File: config.mk
export PLATFORM = sky130hd
export DESIGN_NAME = hcu_top
export DESIGN_NICKNAME = d
export VERILOG_FILES = /design/src/rtl/hcu_pkg.sv /design/src/rtl/hcu_decode.sv /design/src/rtl/hcu_busy_fsm.sv /design/src/rtl/hcu_cause_bank.sv /design/src/rtl/hcu_top.sv
export SDC_FILE = /design/constraint.sdc
export NUM_CORES = 1
export LEC_CHECK = 0
export ABC_AREA = 1
export BUFFER_PORTS_ARGS = -buffer_cell sky130_fd_sc_hd__buf_2
export CAP_MARGIN = 10
export CORE_AREA = 3 3 65 73
export DETAILED_ROUTE_END_ITERATION = 10
export DIE_AREA = 0 0 68 76
export PLACE_DENSITY = 0.75
export SYNTH_ARGS = -nofsm -noshare
export SYNTH_HDL_FRONTEND = slang
export SYNTH_SLANG_ARGS = --single-unit
File: constraint.sdc
create_clock -name clk -period 2.1 [get_ports clk]
set_input_delay 0.105 -clock clk [delete_from_list [all_inputs] [get_ports clk]]
set_output_delay 0.105 -clock clk [all_outputs]
set_load 0.1 [all_outputs]
File: src/rtl/hcu_pkg.sv
package hcu_pkg;
    localparam int WORD_W = 16;
    localparam int OP_W   = 5;
    localparam int ARG_W  = WORD_W - OP_W;
    localparam int CAUSE_W = 8;
    localparam int STRB_W = 7;

    localparam logic [OP_W-1:0] OP_GRESET = 5'd0;
    localparam logic [OP_W-1:0] OP_WINDOW = 5'd1;
    localparam logic [OP_W-1:0] OP_RX_OFF = 5'd3;
    localparam logic [OP_W-1:0] OP_RX_ON  = 5'd4;
    localparam logic [OP_W-1:0] OP_RX_RST = 5'd5;
    localparam logic [OP_W-1:0] OP_TX_ON  = 5'd9;
    localparam logic [OP_W-1:0] OP_TX_OFF = 5'd10;
    localparam logic [OP_W-1:0] OP_TX_RST = 5'd11;
    localparam logic [OP_W-1:0] OP_SWREQ  = 5'd12;
    localparam logic [OP_W-1:0] OP_ACK    = 5'd13;
    localparam logic [OP_W-1:0] OP_IMASK  = 5'd14;
    localparam logic [OP_W-1:0] OP_RMASK  = 5'd15;

    // strobe vector positions
    localparam int SB_CHIP = 0;
    localparam int SB_RXOFF = 1;
    localparam int SB_RXON = 2;
    localparam int SB_RXRST = 3;
    localparam int SB_TXON = 4;
    localparam int SB_TXOFF = 5;
    localparam int SB_TXRST = 6;

    typedef struct packed {
        logic              win_ld;
        logic              ack;
        logic              imask_ld;
        logic              rmask_ld;
        logic              swreq;
        logic              greset;
        logic              long_busy;
        logic [STRB_W-1:0] strobe;
    } cmd_dec_t;

    typedef enum logic [1:0] {
        ST_IDLE  = 2'd0,
        ST_HOLD1 = 2'd1,
        ST_HOLDN = 2'd2
    } busy_st_e;
endpackage

File: src/rtl/hcu_decode.sv
module hcu_decode
    import hcu_pkg::*;
(
    input  logic              take,
    input  logic [OP_W-1:0]   opcode,
    output cmd_dec_t          dec
);
    always_comb begin
        dec = '0;
        if (take) begin
            unique case (opcode)
                OP_GRESET: begin
                    dec.greset = 1'b1;
                    dec.long_busy = 1'b1;
                    dec.strobe[SB_CHIP] = 1'b1;
                end
                OP_WINDOW: dec.win_ld = 1'b1;
                OP_RX_OFF: dec.strobe[SB_RXOFF] = 1'b1;
                OP_RX_ON:  dec.strobe[SB_RXON] = 1'b1;
                OP_RX_RST: begin
                    dec.long_busy = 1'b1;
                    dec.strobe[SB_RXRST] = 1'b1;
                end
                OP_TX_ON:  dec.strobe[SB_TXON] = 1'b1;
                OP_TX_OFF: dec.strobe[SB_TXOFF] = 1'b1;
                OP_TX_RST: begin
                    dec.long_busy = 1'b1;
                    dec.strobe[SB_TXRST] = 1'b1;
                end
                OP_SWREQ:  dec.swreq = 1'b1;
                OP_ACK:    dec.ack = 1'b1;
                OP_IMASK:  dec.imask_ld = 1'b1;
                OP_RMASK:  dec.rmask_ld = 1'b1;
                default:   dec = '0;
            endcase
        end
    end
endmodule

File: src/rtl/hcu_busy_fsm.sv
module hcu_busy_fsm
    import hcu_pkg::*;
#(
    parameter int BUSY_CYC = 8
) (
    input  logic clk,
    input  logic rst_n,
    input  logic take,
    input  logic long_req,
    output logic busy
);
    localparam int CNT_W = $clog2(BUSY_CYC + 1);
    localparam logic [CNT_W-1:0] CNT_LOAD = CNT_W'(BUSY_CYC - 1);

    busy_st_e         st_q, st_d;
    logic [CNT_W-1:0] cnt_q, cnt_d;

    // state register
    always_ff @(posedge clk or negedge rst_n) begin
        if (!rst_n) begin
            st_q  <= ST_IDLE;
            cnt_q <= '0;
        end else begin
            st_q  <= st_d;
            cnt_q <= cnt_d;
        end
    end

    // next state and outputs
    always_comb begin
        st_d  = st_q;
        cnt_d = cnt_q;
        busy  = 1'b0;
        unique case (st_q)
            ST_IDLE: begin
                if (take && long_req) begin
                    st_d  = ST_HOLDN;
                    cnt_d = CNT_LOAD;
                end else if (take) begin
                    st_d = ST_HOLD1;
                end
            end
            ST_HOLD1: begin
                busy = 1'b1;
                st_d = ST_IDLE;
            end
            ST_HOLDN: begin
                busy = 1'b1;
                if (cnt_q == '0) st_d = ST_IDLE;
                else cnt_d = cnt_q - 1'b1;
            end
            default: st_d = ST_IDLE;
        endcase
    end

    a_r3_busy_after_cmd: assert property (@(posedge clk) disable iff (!rst_n)
        take |=> busy);
    a_r3_long_hold: assert property (@(posedge clk) disable iff (!rst_n)
        (st_q == ST_HOLDN && cnt_q != '0) |=> busy);
    a_r3_short_release: assert property (@(posedge clk) disable iff (!rst_n)
        (st_q == ST_HOLD1) |=> !busy);
endmodule

File: src/rtl/hcu_cause_bank.sv
module hcu_cause_bank
    import hcu_pkg::*;
(
    input  logic               clk,
    input  logic               rst_n,
    input  logic [CAUSE_W-1:0] ev_set,
    input  logic               ack_vld,
    input  logic               imask_ld,
    input  logic               rmask_ld,
    input  logic               greset,
    input  logic [CAUSE_W-1:0] arg_bits,
    output logic [CAUSE_W-1:0] cause_vis,
    output logic               irq
);
    logic [CAUSE_W-1:1] cause_q;
    logic               latch_q;
    logic [CAUSE_W-1:0] imask_q, rmask_q;
    logic [CAUSE_W-1:0] ack_bits;
    logic               pending;

    assign ack_bits = ack_vld ? arg_bits : '0;
    assign pending  = |(cause_q & imask_q[CAUSE_W-1:1]);

    always_ff @(posedge clk or negedge rst_n) begin
        if (!rst_n) begin
            cause_q <= '0;
            latch_q <= 1'b0;
            imask_q <= '0;
            rmask_q <= '1;
        end else if (greset) begin
            cause_q <= '0;
            latch_q <= 1'b0;
            imask_q <= '0;
            rmask_q <= '1;
        end else begin
            cause_q <= (cause_q & ~ack_bits[CAUSE_W-1:1]) | ev_set[CAUSE_W-1:1];
            latch_q <= pending | (latch_q & ~ack_bits[0]);
            if (imask_ld) imask_q <= arg_bits;
            if (rmask_ld) rmask_q <= arg_bits;
        end
    end

    assign cause_vis = {cause_q, latch_q} & rmask_q;
    assign irq = latch_q;

    a_r5_ack_clears: assert property (@(posedge clk) disable iff (!rst_n)
        (ack_vld && !greset) |=>
        ((cause_q & $past(arg_bits[CAUSE_W-1:1] & ~ev_set[CAUSE_W-1:1])) == '0));
    a_r5_event_wins: assert property (@(posedge clk) disable iff (!rst_n)
        ((|ev_set) && !greset) |=>
        ((cause_q & $past(ev_set[CAUSE_W-1:1])) == $past(ev_set[CAUSE_W-1:1])));
    a_r6_latch_holds: assert property (@(posedge clk) disable iff (!rst_n)
        (latch_q && !(ack_vld && arg_bits[0]) && !greset) |=> irq);
endmodule

File: src/rtl/hcu_top.sv
module hcu_top
    import hcu_pkg::*;
#(
    parameter int ADDR_W   = 4,
    parameter int WIN_W    = 3,
    parameter int BUSY_CYC = 8
) (
    input  logic              clk,
    input  logic              rst_n,
    input  logic [ADDR_W-1:0] bus_addr,
    input  logic              bus_wr,
    input  logic [15:0]       bus_wdata,
    output logic [15:0]       bus_rdata,
    input  logic              ev_fail,
    input  logic              ev_tx_done,
    input  logic              ev_tx_space,
    input  logic              ev_rx_done,
    input  logic              ev_rx_early,
    input  logic              ev_stats,
    output logic              irq,
    output logic [WIN_W-1:0]  win_sel,
    output logic              chip_reset_p,
    output logic              rx_disable_p,
    output logic              rx_enable_p,
    output logic              rx_reset_p,
    output logic              tx_enable_p,
    output logic              tx_disable_p,
    output logic              tx_reset_p
);
    localparam logic [ADDR_W-1:0] CMD_OFS = ADDR_W'(4'hE);
    localparam logic [ADDR_W-1:0] WIN_OFS = ADDR_W'(4'hF);
    localparam int PAD_W = WORD_W - WIN_W - 1 - CAUSE_W;

    logic               busy, take;
    cmd_dec_t           dec;
    logic [WIN_W-1:0]   win_q;
    logic [STRB_W-1:0]  strb_q;
    logic [CAUSE_W-1:0] ev_set, cause_vis;
    logic [WORD_W-1:0]  status;

    assign take = bus_wr && (bus_addr == CMD_OFS) && !busy;

    hcu_decode u_dec (
        .take   (take),
        .opcode (bus_wdata[WORD_W-1:ARG_W]),
        .dec    (dec)
    );

    hcu_busy_fsm #(.BUSY_CYC(BUSY_CYC)) u_fsm (
        .clk      (clk),
        .rst_n    (rst_n),
        .take     (take),
        .long_req (dec.long_busy),
        .busy     (busy)
    );

    assign ev_set = {ev_stats, dec.swreq, ev_rx_early, ev_rx_done,
                     ev_tx_space, ev_tx_done, ev_fail, 1'b0};

    hcu_cause_bank u_cause (
        .clk       (clk),
        .rst_n     (rst_n),
        .ev_set    (ev_set),
        .ack_vld   (dec.ack),
        .imask_ld  (dec.imask_ld),
        .rmask_ld  (dec.rmask_ld),
        .greset    (dec.greset),
        .arg_bits  (bus_wdata[CAUSE_W-1:0]),
        .cause_vis (cause_vis),
        .irq       (irq)
    );

    always_ff @(posedge clk or negedge rst_n) begin
        if (!rst_n) begin
            win_q  <= '0;
            strb_q <= '0;
        end else begin
            strb_q <= dec.strobe;
            if (dec.greset) win_q <= '0;
            else if (dec.win_ld) win_q <= bus_wdata[WIN_W-1:0];
        end
    end

    assign status = {win_q, busy, {PAD_W{1'b0}}, cause_vis};

    always_comb begin
        if (bus_addr == CMD_OFS) bus_rdata = status;
        else if (bus_addr == WIN_OFS) bus_rdata = {{(WORD_W-WIN_W){1'b0}}, win_q};
        else bus_rdata = '0;
    end

    assign win_sel      = win_q;
    assign chip_reset_p = strb_q[SB_CHIP];
    assign rx_disable_p = strb_q[SB_RXOFF];
    assign rx_enable_p  = strb_q[SB_RXON];
    assign rx_reset_p   = strb_q[SB_RXRST];
    assign tx_enable_p  = strb_q[SB_TXON];
    assign tx_disable_p = strb_q[SB_TXOFF];
    assign tx_reset_p   = strb_q[SB_TXRST];

    a_r2_window_load: assert property (@(posedge clk) disable iff (!rst_n)
        (take && dec.win_ld) |=> (win_sel == $past(bus_wdata[WIN_W-1:0])));
    a_r8_single_strobe: assert property (@(posedge clk) disable iff (!rst_n)
        $onehot0({chip_reset_p, rx_disable_p, rx_enable_p, rx_reset_p,
                  tx_enable_p, tx_disable_p, tx_reset_p}));
    a_r1_other_offset_quiet: assert property (@(posedge clk) disable iff (!rst_n)
        (bus_wr && bus_addr != CMD_OFS) |=> (win_sel == $past(win_sel)));
endmodule

==> flow_metrics.tcl, run 1 <==
set metrics [dict create \
    status "finished, final reports clean" \
    vias_per_cell 5.07 \
    hpwl_um 3310 \
    synthDistinctLibCells 32 \
    period_share_pct 88.3 \
    place_congestion 0.808 \
    instances_no_fill 352 \
    vias 1783 \
    startpoint_type "flip-flop" \
    cts_resized 0 \
    drive_gt1_share_pct 28.7 \
    max_freq_ghz 0.539 \
    grt_pass1_wl_um 7630 \
    cts_setup_buffers 0 \
    peakVddDrop_uv 511 \
    grt_max_degree 40 \
    hold_violations 0 \
    first_global_vias 1688 \
    clock_skew_ns 0.00216 \
    place_inst 343 \
    clk_pin_slew_ns 0.08 \
    rsz0062_at_grt "false" \
    ant_nets 0 \
    syn_area_um2 2030 \
    p_leak_nw 1.26 \
    firstDrtPassIters 4 \
    synth_top_cell_by_area "dfrtp_1" \
    drtIter0Drc 107 \
    endpoint_kind "flip-flop" \
    syn_to_final_growth_pct 19.4 \
    setup_violations 0 \
    io_buffer_count 48 \
    nFillCells 394 \
    hp-class "in -> reg" \
    cp_slowest_cell "dfrtp_1" \
    drc 0 \
    critPathMaxStageDelay_ns 0.36 \
    synthTopCellsByCount "61 x nand2_1, 31 x dfrtp_1, 26 x inv_1" \
    cts.sinks 39 \
    synth-edff-count 0 \
    die_y_um 76 \
    max_slew_margin_pct 43.1 \
    p_per_area_nw_per_um2 743 \
    cts_htree_levels 2 \
    coreArea_um2 4020 \
    syn_inst 246 \
    row_count 24 \
    final_nets 332 \
    path_cells "inv_1 > ha_1 > inv_1 > nand2_1 > nor2_8 > inv_6 > nor2_8 > buf_4 > o21ai_0 > nand2_1" \
    finalSetupTns_ns 0 \
    clk_path_buf_depth 2 \
    antenna_found_initial 0 \
    cp_max_fo 11 \
    synth_seq_cells 39 \
    clkLatencyLatePin_ns 0.29 \
    critPathRequiredTime_ns 2.34 \
    tightestPinTransition_ns 0.853 \
    cts_tree "built" \
    syn_avg_cell_area_um2 8.27 \
    yosysWarnings 0 \
    min_period_ns 1.85 \
    drv_slew 0 \
    dieArea_um2 5170 \
    ios 56 \
    yosysMostFrequentCell "nand2_1" \
    antenna_cells 0 \
    maxCapViolations 0 \
    yosysSeqAreaShare_pct 48.5 \
    critPathKind "reg -> reg" \
    routed_wl_um 4550 \
    yosysTopAreaCellShare_pct 38.2 \
    grt_usage_pct 19.2 \
    numCtsBuffers 5 \
    wl_per_cell_um 12.9 \
    synth_flop_cell "dfrtp_1" \
    arrival_ns 2.09 \
    dieWidth_um 68 \
    grt-ovfl-total 0 \
    cts-root-buf "clkbuf_8" \
    start_util_pct 50.5 \
    synth_area_leaders "dfrtp_1 38%, nand2_1 11%, dfstp_2 10%" \
    async_flop_share_pct 100 \
]
worst paths after layout:
kind / slack [ns] / to / cells past startpoint / start
max in group asynchronous: 1.10 / u_cause.cause_q[4] / 2 / rst_n
setup reg to reg: 0.25 / u_cause.rmask_q[1] / 10 / u_fsm.st_q[0]
setup / recovery: 0.25 / u_cause.rmask_q[1] / 10 / u_fsm.st_q[0]
hold / removal: 0.03 / u_cause.cause_q[7] / 3 / ev_stats
min in group asynchronous: 0.45 / strb_q[4] / 2 / rst_n
hold reg to reg: 0.47 / u_cause.rmask_q[6] / 2 / u_cause.rmask_q[6]
registers in the layout (all words and copies together), names as in the netlist:
register	cells
win_sel	3
u_cause.cause_q	7
strb_q	7
u_cause.irq	1
u_cause.imask_q	7
u_fsm.cnt_q	4
u_cause.rmask_q	8
u_fsm.st_q	2
kinds of logic (layout without fill, tap and decap cells):
logic type	count (synthesis)	after routing	share of synthesized area (%)
adders and majority gates	4	4	2.46
DFF	39	39	48.5
buffers and inverters	37	88	8.25
other	1	4	0.184
and+or+nand+nor	121	121	28.4
xor gates and xnor gates	1	1	0.431
AOI/OAI and AO/OA	43	43	11.8
routing by layer:
layer / up-vias / track usage [%] / part of all wire, %
met5: - / 0 / 0
met4: 0 / 7.55 / 1.2
met3: 6 / 4.42 / 7.5
met2: 54 / 30.3 / 49
met1: 826 / 25.1 / 42
li1: 897 / - / -
per-stage QoR:
stage	hold WS, ns	setup WS [ns]	power [mW]	utilization, %	area, um^2
after floorplan	-0.191	0.0196	1.21	-	2070
after global placement	0.264	0.313	1.30	58.0	2330
after detailed placement	0.270	0.255	1.32	58.0	2330
after CTS	0.0231	0.234	1.82	60.4	2430
after global routing	0.0247	0.0905	1.93	60.4	2430
final	0.0324	0.246	1.80	60.4	2430
where the power goes:
group	internal (mW)	switching [mW]	leakage, nW
combinational	0.132	0.323	0.751
clock	0.232	0.265	0.0412
sequential	0.816	0.0363	0.464
area by class of cell:
| type | count | area (um^2) | area share (%) |
|---|---|---|---|
| clock buffers | 6 | 72.6 | 2.99 |
| repair buffers | 50 | 258 | 10.6 |
| flip-flops and latches | 39 | 986 | 40.6 |
| multi-input cells | 173 | 917 | 37.8 |
| well taps | 52 | 65.1 | 2.68 |
| inverters | 30 | 118 | 4.84 |
| clock inverters | 2 | 12.5 | 0.515 |
worst max-delay path, delay by kind of cell (launching register included):
| kind | cells | cell delay (ns) |
|---|---|---|
| AOI/OAI and AO/OA | 1 | 0.08 |
| adders and majority gates | 1 | 0.29 |
| buffers and inverters | 4 | 0.42 |
| DFF | 1 | 0.36 |
| and+or+nand+nor | 4 | 0.63 |
layout by cell type (no fill, tap or decap), types with 7 or more instances in the layout:
| cell | count |
|---|---|
| buf_2 | 48 |
| inv_1 | 26 |
| nand2_1 | 61 |
| nor2_1 | 19 |
| a21oi_1 | 10 |
| nand3_1 | 23 |
| dfstp_2 | 8 |
| o21ai_0 | 19 |
| dfrtp_1 | 31 |
| o21ai_1 | 7 |
timing repair:
action / CTS / global route
hold buffers: 1 / 0
setup endpoints to repair: 0 / 0
endpoints found under the hold margin: 31 / 0
No activity file was read; power rests on OpenSTA's default activity.
==> run 2: changes to the inputs <==
- ABC_AREA: 1 -> unset
- CAP_MARGIN: 10 -> unset
- PLACE_DENSITY: 0.75 -> 0.76
==> flow_metrics.tcl, run 2 <==
set metrics [dict create \
    antenna_found_initial 0 \
    cts.sinks 39 \
    die_y_um 76 \
    synthDistinctLibCells 52 \
    cts_htree_levels 2 \
    yosysWarnings 0 \
    syn_area_um2 2040 \
    p_leak_nw 1.16 \
    peakVddDrop_uv 479 \
    yosysSeqAreaShare_pct 48.4 \
    ant_nets 0 \
    yosysTopAreaCellShare_pct 38.1 \
    p_seq_share_pct 48.9 \
    synthTopCellsByCount "31 x dfrtp_1, 15 x o21ai_0, 12 x nand2_1" \
    period_share_pct 97.9 \
    cts_tree "built" \
    clock_skew_ns 0.00213 \
    finalSetupTns_ns 0 \
    start_util_pct 50.6 \
    hpwl_um 3320 \
    whs_ns 0.0147 \
    cts-root-buf "clkbuf_8" \
    first_global_vias 1582 \
    critPathKind "reg -> reg" \
    startpoint_type "flip-flop" \
    status "finished, final reports clean" \
    nFillCells 357 \
    pwr-share-comb_pct 22.6 \
    clk_pin_slew_ns 0.07 \
    grt_pass1_wl_um 7450 \
    drtIter0Drc 86 \
    hp-class "in -> reg" \
    routed_wl_um 4780 \
    synth_seq_cells 39 \
    p_sw_mw 0.570 \
    endpoint_kind "flip-flop" \
    min_period_ns 2.06 \
    synth_area_leaders "dfrtp_1 38%, dfstp_2 10%, o21ai_0 3.7%" \
    vias 1685 \
    vias_per_cell 5.58 \
    synth_flop_cell "dfrtp_1" \
    final_cell_mix "48 x buf_2, 31 x dfrtp_1, 15 x o21ai_0" \
    finalPower_mw 1.75 \
    async_flop_share_pct 100 \
    fin_ws_ns 0.0448 \
    max_slew_margin_pct 43.2 \
    io_buffer_count 48 \
    grt_max_degree 40 \
    maxCapViolations 0 \
    synth-edff-count 0 \
    yosysMostFrequentCell "dfrtp_1" \
    hold_violations 0 \
    antenna_cells 0 \
    max_freq_ghz 0.487 \
    critPathRequiredTime_ns 2.28 \
    grt_usage_pct 18.8 \
    coreArea_um2 4020 \
    drc 0 \
    dieArea_um2 5170 \
    regMostFlops "u_cause.rmask_q" \
    instances_no_fill 302 \
    firstDrtPassIters 4 \
    clockPowerShare_pct 28.5 \
    clk_path_buf_depth 2 \
    syn_to_final_growth_pct 19.4 \
    setup_violations 0 \
    ios 56 \
    place_congestion 0.813 \
    numCtsBuffers 5 \
    drv_slew 0 \
    wl_per_cell_um 15.8 \
    grt-ovfl-total 0 \
    largest_reg_flops 8 \
    place_inst 290 \
    p_per_area_nw_per_um2 721 \
    drive_gt1_share_pct 33.6 \
    dieWidth_um 68 \
    power.switching_fraction_pct 32.5 \
    final_nets 282 \
    cp_max_fo 5 \
    clkLatencyLatePin_ns 0.29 \
    syn_avg_cell_area_um2 10.4 \
    place_ws_ns 0.0160 \
    tightestPinTransition_ns 0.852 \
    syn_inst 195 \
    final_common_cell "buf_2" \
    arrival_ns 2.24 \
    intPower_mw 1.18 \
    row_count 24 \
    synth_top_cell_by_area "dfrtp_1" \
]
run 2: changes by cell type in the layout (fill, tap and decap cells not counted), sizes merged, moves of 4 or more:
| cell | previous run | this run |
|---|---|---|
| nand2 | 63 | 12 |
| a22o | 0 | 6 |
| a31oi | 1 | 6 |
| nand3 | 25 | 6 |
| o22a | 0 | 8 |
| nand2b | 0 | 4 |
| inv | 30 | 11 |
| nor2 | 27 | 10 |
| o21ai | 27 | 16 |
| and2 | 0 | 6 |
| and3 | 0 | 6 |
| a21oi | 12 | 4 |
| buf | 49 | 55 |
run 2: critical path, cell delays in order, from the launching register on:
cell and delay [ns]:
dfrtp_1 0.39, inv_1 0.12, ha_4 0.21, and2b_2 0.25, nand3_4 0.09, or4_4 0.54, clkinv_8 0.08, nor2_2 0.06
a22o_1 0.20
run 2: cells by family after synthesis:
group	count (synthesis)	synth area share [%]
AOI/OAI and AO/OA	60	21.7
xor gates and xnor gates	1	0.430
adders and majority gates	4	2.46
buffers and inverters	25	7.25
DFF	39	48.4
muxes	2	0.983
other	1	0.184
and+or+nand+nor	63	18.6
run 2: power groups by stage:
stage	clock network [mW]	logic (mW)	registers (mW)
global placement	0	0.362	0.866
CTS	0.509	0.375	0.855
finish	0.500	0.396	0.858
floorplan	0	0.238	0.906
detailed placement	0	0.372	0.869
global route	0.542	0.432	0.866
run 2: path summary, 6_finish.rpt:
path                                         start                 end  slack (ns)  depth (start not counted)
worst max-delay path                 u_fsm.st_q[1]  u_cause.imask_q[4]        0.04                          8
worst min-delay path                  bus_wdata[4]  u_cause.cause_q[4]        0.01                          2
worst max register to register       u_fsm.st_q[1]  u_cause.imask_q[4]        0.04                          8
worst min register to register  u_cause.imask_q[6]  u_cause.imask_q[6]        0.51                          1
max in group asynchronous                    rst_n         u_cause.irq        1.09                          2
min in group asynchronous                    rst_n      u_fsm.cnt_q[2]        0.47                          2
run 2: area by class of cell:
type                       count  area, um^2  share of cell area, %
sequential                    39         986                   40.5
multi-input combinational    135         936                   38.5
timing repair buffer          56         303                   12.4
clock buffer                   6        72.6                   2.98
tap                           52        65.1                   2.67
inverter                      12        57.6                   2.37
clock inverter                 2        12.5                  0.514
run 2: through the flow:
stage	utilization, %	area (um^2)
2_1_floorplan	-	2050
3_3_place_gp	57.2	2300
3_5_place_dp	57.2	2300
4_1_cts	59.5	2400
5_1_grt	60.4	2430
6_report	60.4	2430
run 2: metal layers:
layer	share of wire [%]	global-route usage, %	vias up	wire, um
li1	-	-	814	-
met1	44	25.0	815	2100
met2	50	29.8	49	2370
met3	4.6	3.54	7	221
met4	1.7	7.36	0	79
met5	0	0	-	0
run 2: timing repair:
action,4_1_cts,5_1_grt
endpoints found under the hold margin,31,0
setup endpoints to repair,0,13
resized for setup,0,2
hold buffers,1,0
setup buffers,0,2
==> run 3: changes to the inputs <==
- clock period: 2.1 -> 2 ns (I/O delays scaled with it)
==> flow_metrics.tcl, run 3 (synthesized netlist as in run 2, its figures left out) <==
set metrics [dict create \
    dieWidth_um 68 \
    firstDrtPassIters 6 \
    max_slew_margin_pct 43.7 \
    highest_layer "met4" \
    row_count 24 \
    dieArea_um2 5170 \
    syn_to_final_growth_pct 25.0 \
    startpoint_type "flip-flop" \
    min_to "u_cause.cause_q[7]" \
    clkLatencyLatePin_ns 0.29 \
    worstSetupStartpoint "u_fsm.st_q[0]" \
    final_common_cell "buf_2" \
    clock_skew_ns 0.00147 \
    cts_htree_levels 2 \
    vias 1691 \
    finalSetupTns_ns 0 \
    clk_path_buf_depth 2 \
    hold_path_depth 2 \
    drive_gt1_share_pct 36.7 \
    largest_reg_flops 8 \
    drc 0 \
    numCtsBuffers 5 \
    regMostFlops "u_cause.rmask_q" \
    nFillCells 334 \
    grt_pass1_wl_um 7260 \
    grt_max_degree 40 \
    max_freq_ghz 0.508 \
    cts_tree "built" \
    place_congestion 0.831 \
    hp-class "in -> reg" \
    first_global_vias 1567 \
    tightestPinTransition_ns 0.844 \
    r2r_start "u_fsm.st_q[0]" \
    clk_pin_slew_ns 0.08 \
    critPathRequiredTime_ns 2.23 \
    min_period_ns 1.97 \
    peakVddDrop_uv 345 \
    reg2reg_slack_ns 0.03 \
    grt-ovfl-total 0 \
    die_y_um 76 \
    io_buffer_count 48 \
    critPathKind "reg -> reg" \
    cts.sinks 39 \
    antenna_found_initial 0 \
    antenna_cells 0 \
    hold_violations 0 \
    drv_slew 0 \
    start_util_pct 50.6 \
    p_leak_nw 1.22 \
    hpwl_um 3230 \
    ant_nets 0 \
    cp_max_fo 8 \
    worstReg2RegEnd "u_cause.rmask_q[6]" \
    drtIter0Drc 100 \
    cts-root-buf "clkbuf_8" \
    setup_violations 0 \
    wl_met3_um 205 \
    arrival_ns 2.20 \
    vias_per_cell 5.49 \
    maxCapViolations 0 \
    grt_usage_pct 18.4 \
    status "finished, final reports clean" \
    routed_wl_um 4530 \
    coreArea_um2 4020 \
    p_per_area_nw_per_um2 832 \
    rsz0062_at_grt "true" \
    r2r_cells 7 \
    endpoint_kind "flip-flop" \
    period_share_pct 98.5 \
    hp-start "bus_wdata[7]" \
    wl_per_cell_um 14.7 \
    met1_length_um 2060 \
    wl_met2_um 2210 \
    ios 56 \
    final_nets 288 \
    final_cell_mix "48 x buf_2, 31 x dfrtp_1, 13 x buf_4" \
    finalPower_mw 2.12 \
]
[run 3: cell types whose count changed in the layout (fill, tap and decap cells not counted), sizes merged]
cell / delta
buf: +7
bufinv: +2
clkbuf: -1
clkinv: -1
or4: -1
[run 3: cell type report]
cell class | count | area, um^2 | share of cell area, %
Tap cell | 52 | 65.1 | 2.56
Inverter | 12 | 57.6 | 2.26
Clock inverter | 3 | 67.6 | 2.65
Timing Repair Buffer | 63 | 359 | 14.1
Clock buffer | 5 | 68.8 | 2.70
Multi-Input combinational cell | 134 | 942 | 37.0
Sequential cell | 39 | 986 | 38.7
[run 3: worst max-delay path, stage by stage (launching register included)]
cell	delay [ns]
dfrtp_1	0.39
inv_2	0.08
ha_4	0.20
and2b_2	0.25
nand3_4	0.07
or4_4	0.54
o21ai_4	0.17
o22a_1	0.20
[run 3: timing repair]
item,CTS,global route
pin swaps,0,5
resized for setup,0,11
setup endpoints to repair,13,22
setup buffers,1,1
hold buffers,1,0
hold endpoints to repair,31,0
[run 3: worst max path at each step]
stage                         endpoint  slack [ns]  cells after the start
floorplan                 bus_rdata[0]        0.03                      1
global placement    u_cause.imask_q[3]        0.02                      8
detailed placement  u_cause.imask_q[4]       -0.02                      8
CTS                 u_cause.rmask_q[3]       -0.03                      7
global route        u_cause.imask_q[3]       -0.02                      8
finish              u_cause.rmask_q[6]        0.03                      7
[run 3: per-stage QoR]
stage / instance area (um^2) / worst slack, ns / instances / hold slack, ns / util [%]
6_report: 2550 / 0.0305 / 308 / 0.0166 / 63.3
5_1_grt: 2550 / -0.0244 / 308 / 0.0313 / 63.3
4_1_cts: 2510 / -0.0270 / 307 / 0.00512 / 62.3
3_5_place_dp: 2350 / -0.0172 / 297 / 0.252 / 58.5
3_3_place_gp: 2350 / 0.0213 / 297 / 0.246 / 58.5
2_1_floorplan: 2050 / 0.0269 / 198 / -0.196 / -
[run 3: layer usage]
metal,up-vias,global-route usage [%]
met1,813,24.9
li1,825,-
met5,-,0
met4,0,7.95
met3,4,3.10
met2,49,28.6
[run 3: report_power, final]
part | leakage (nW) | total (mW) | internal [mW] | switching [mW]
Clock | 0.0644 | 0.775 | 0.497 | 0.277
Sequential | 0.467 | 0.900 | 0.857 | 0.0438
Combinational | 0.693 | 0.444 | 0.167 | 0.278
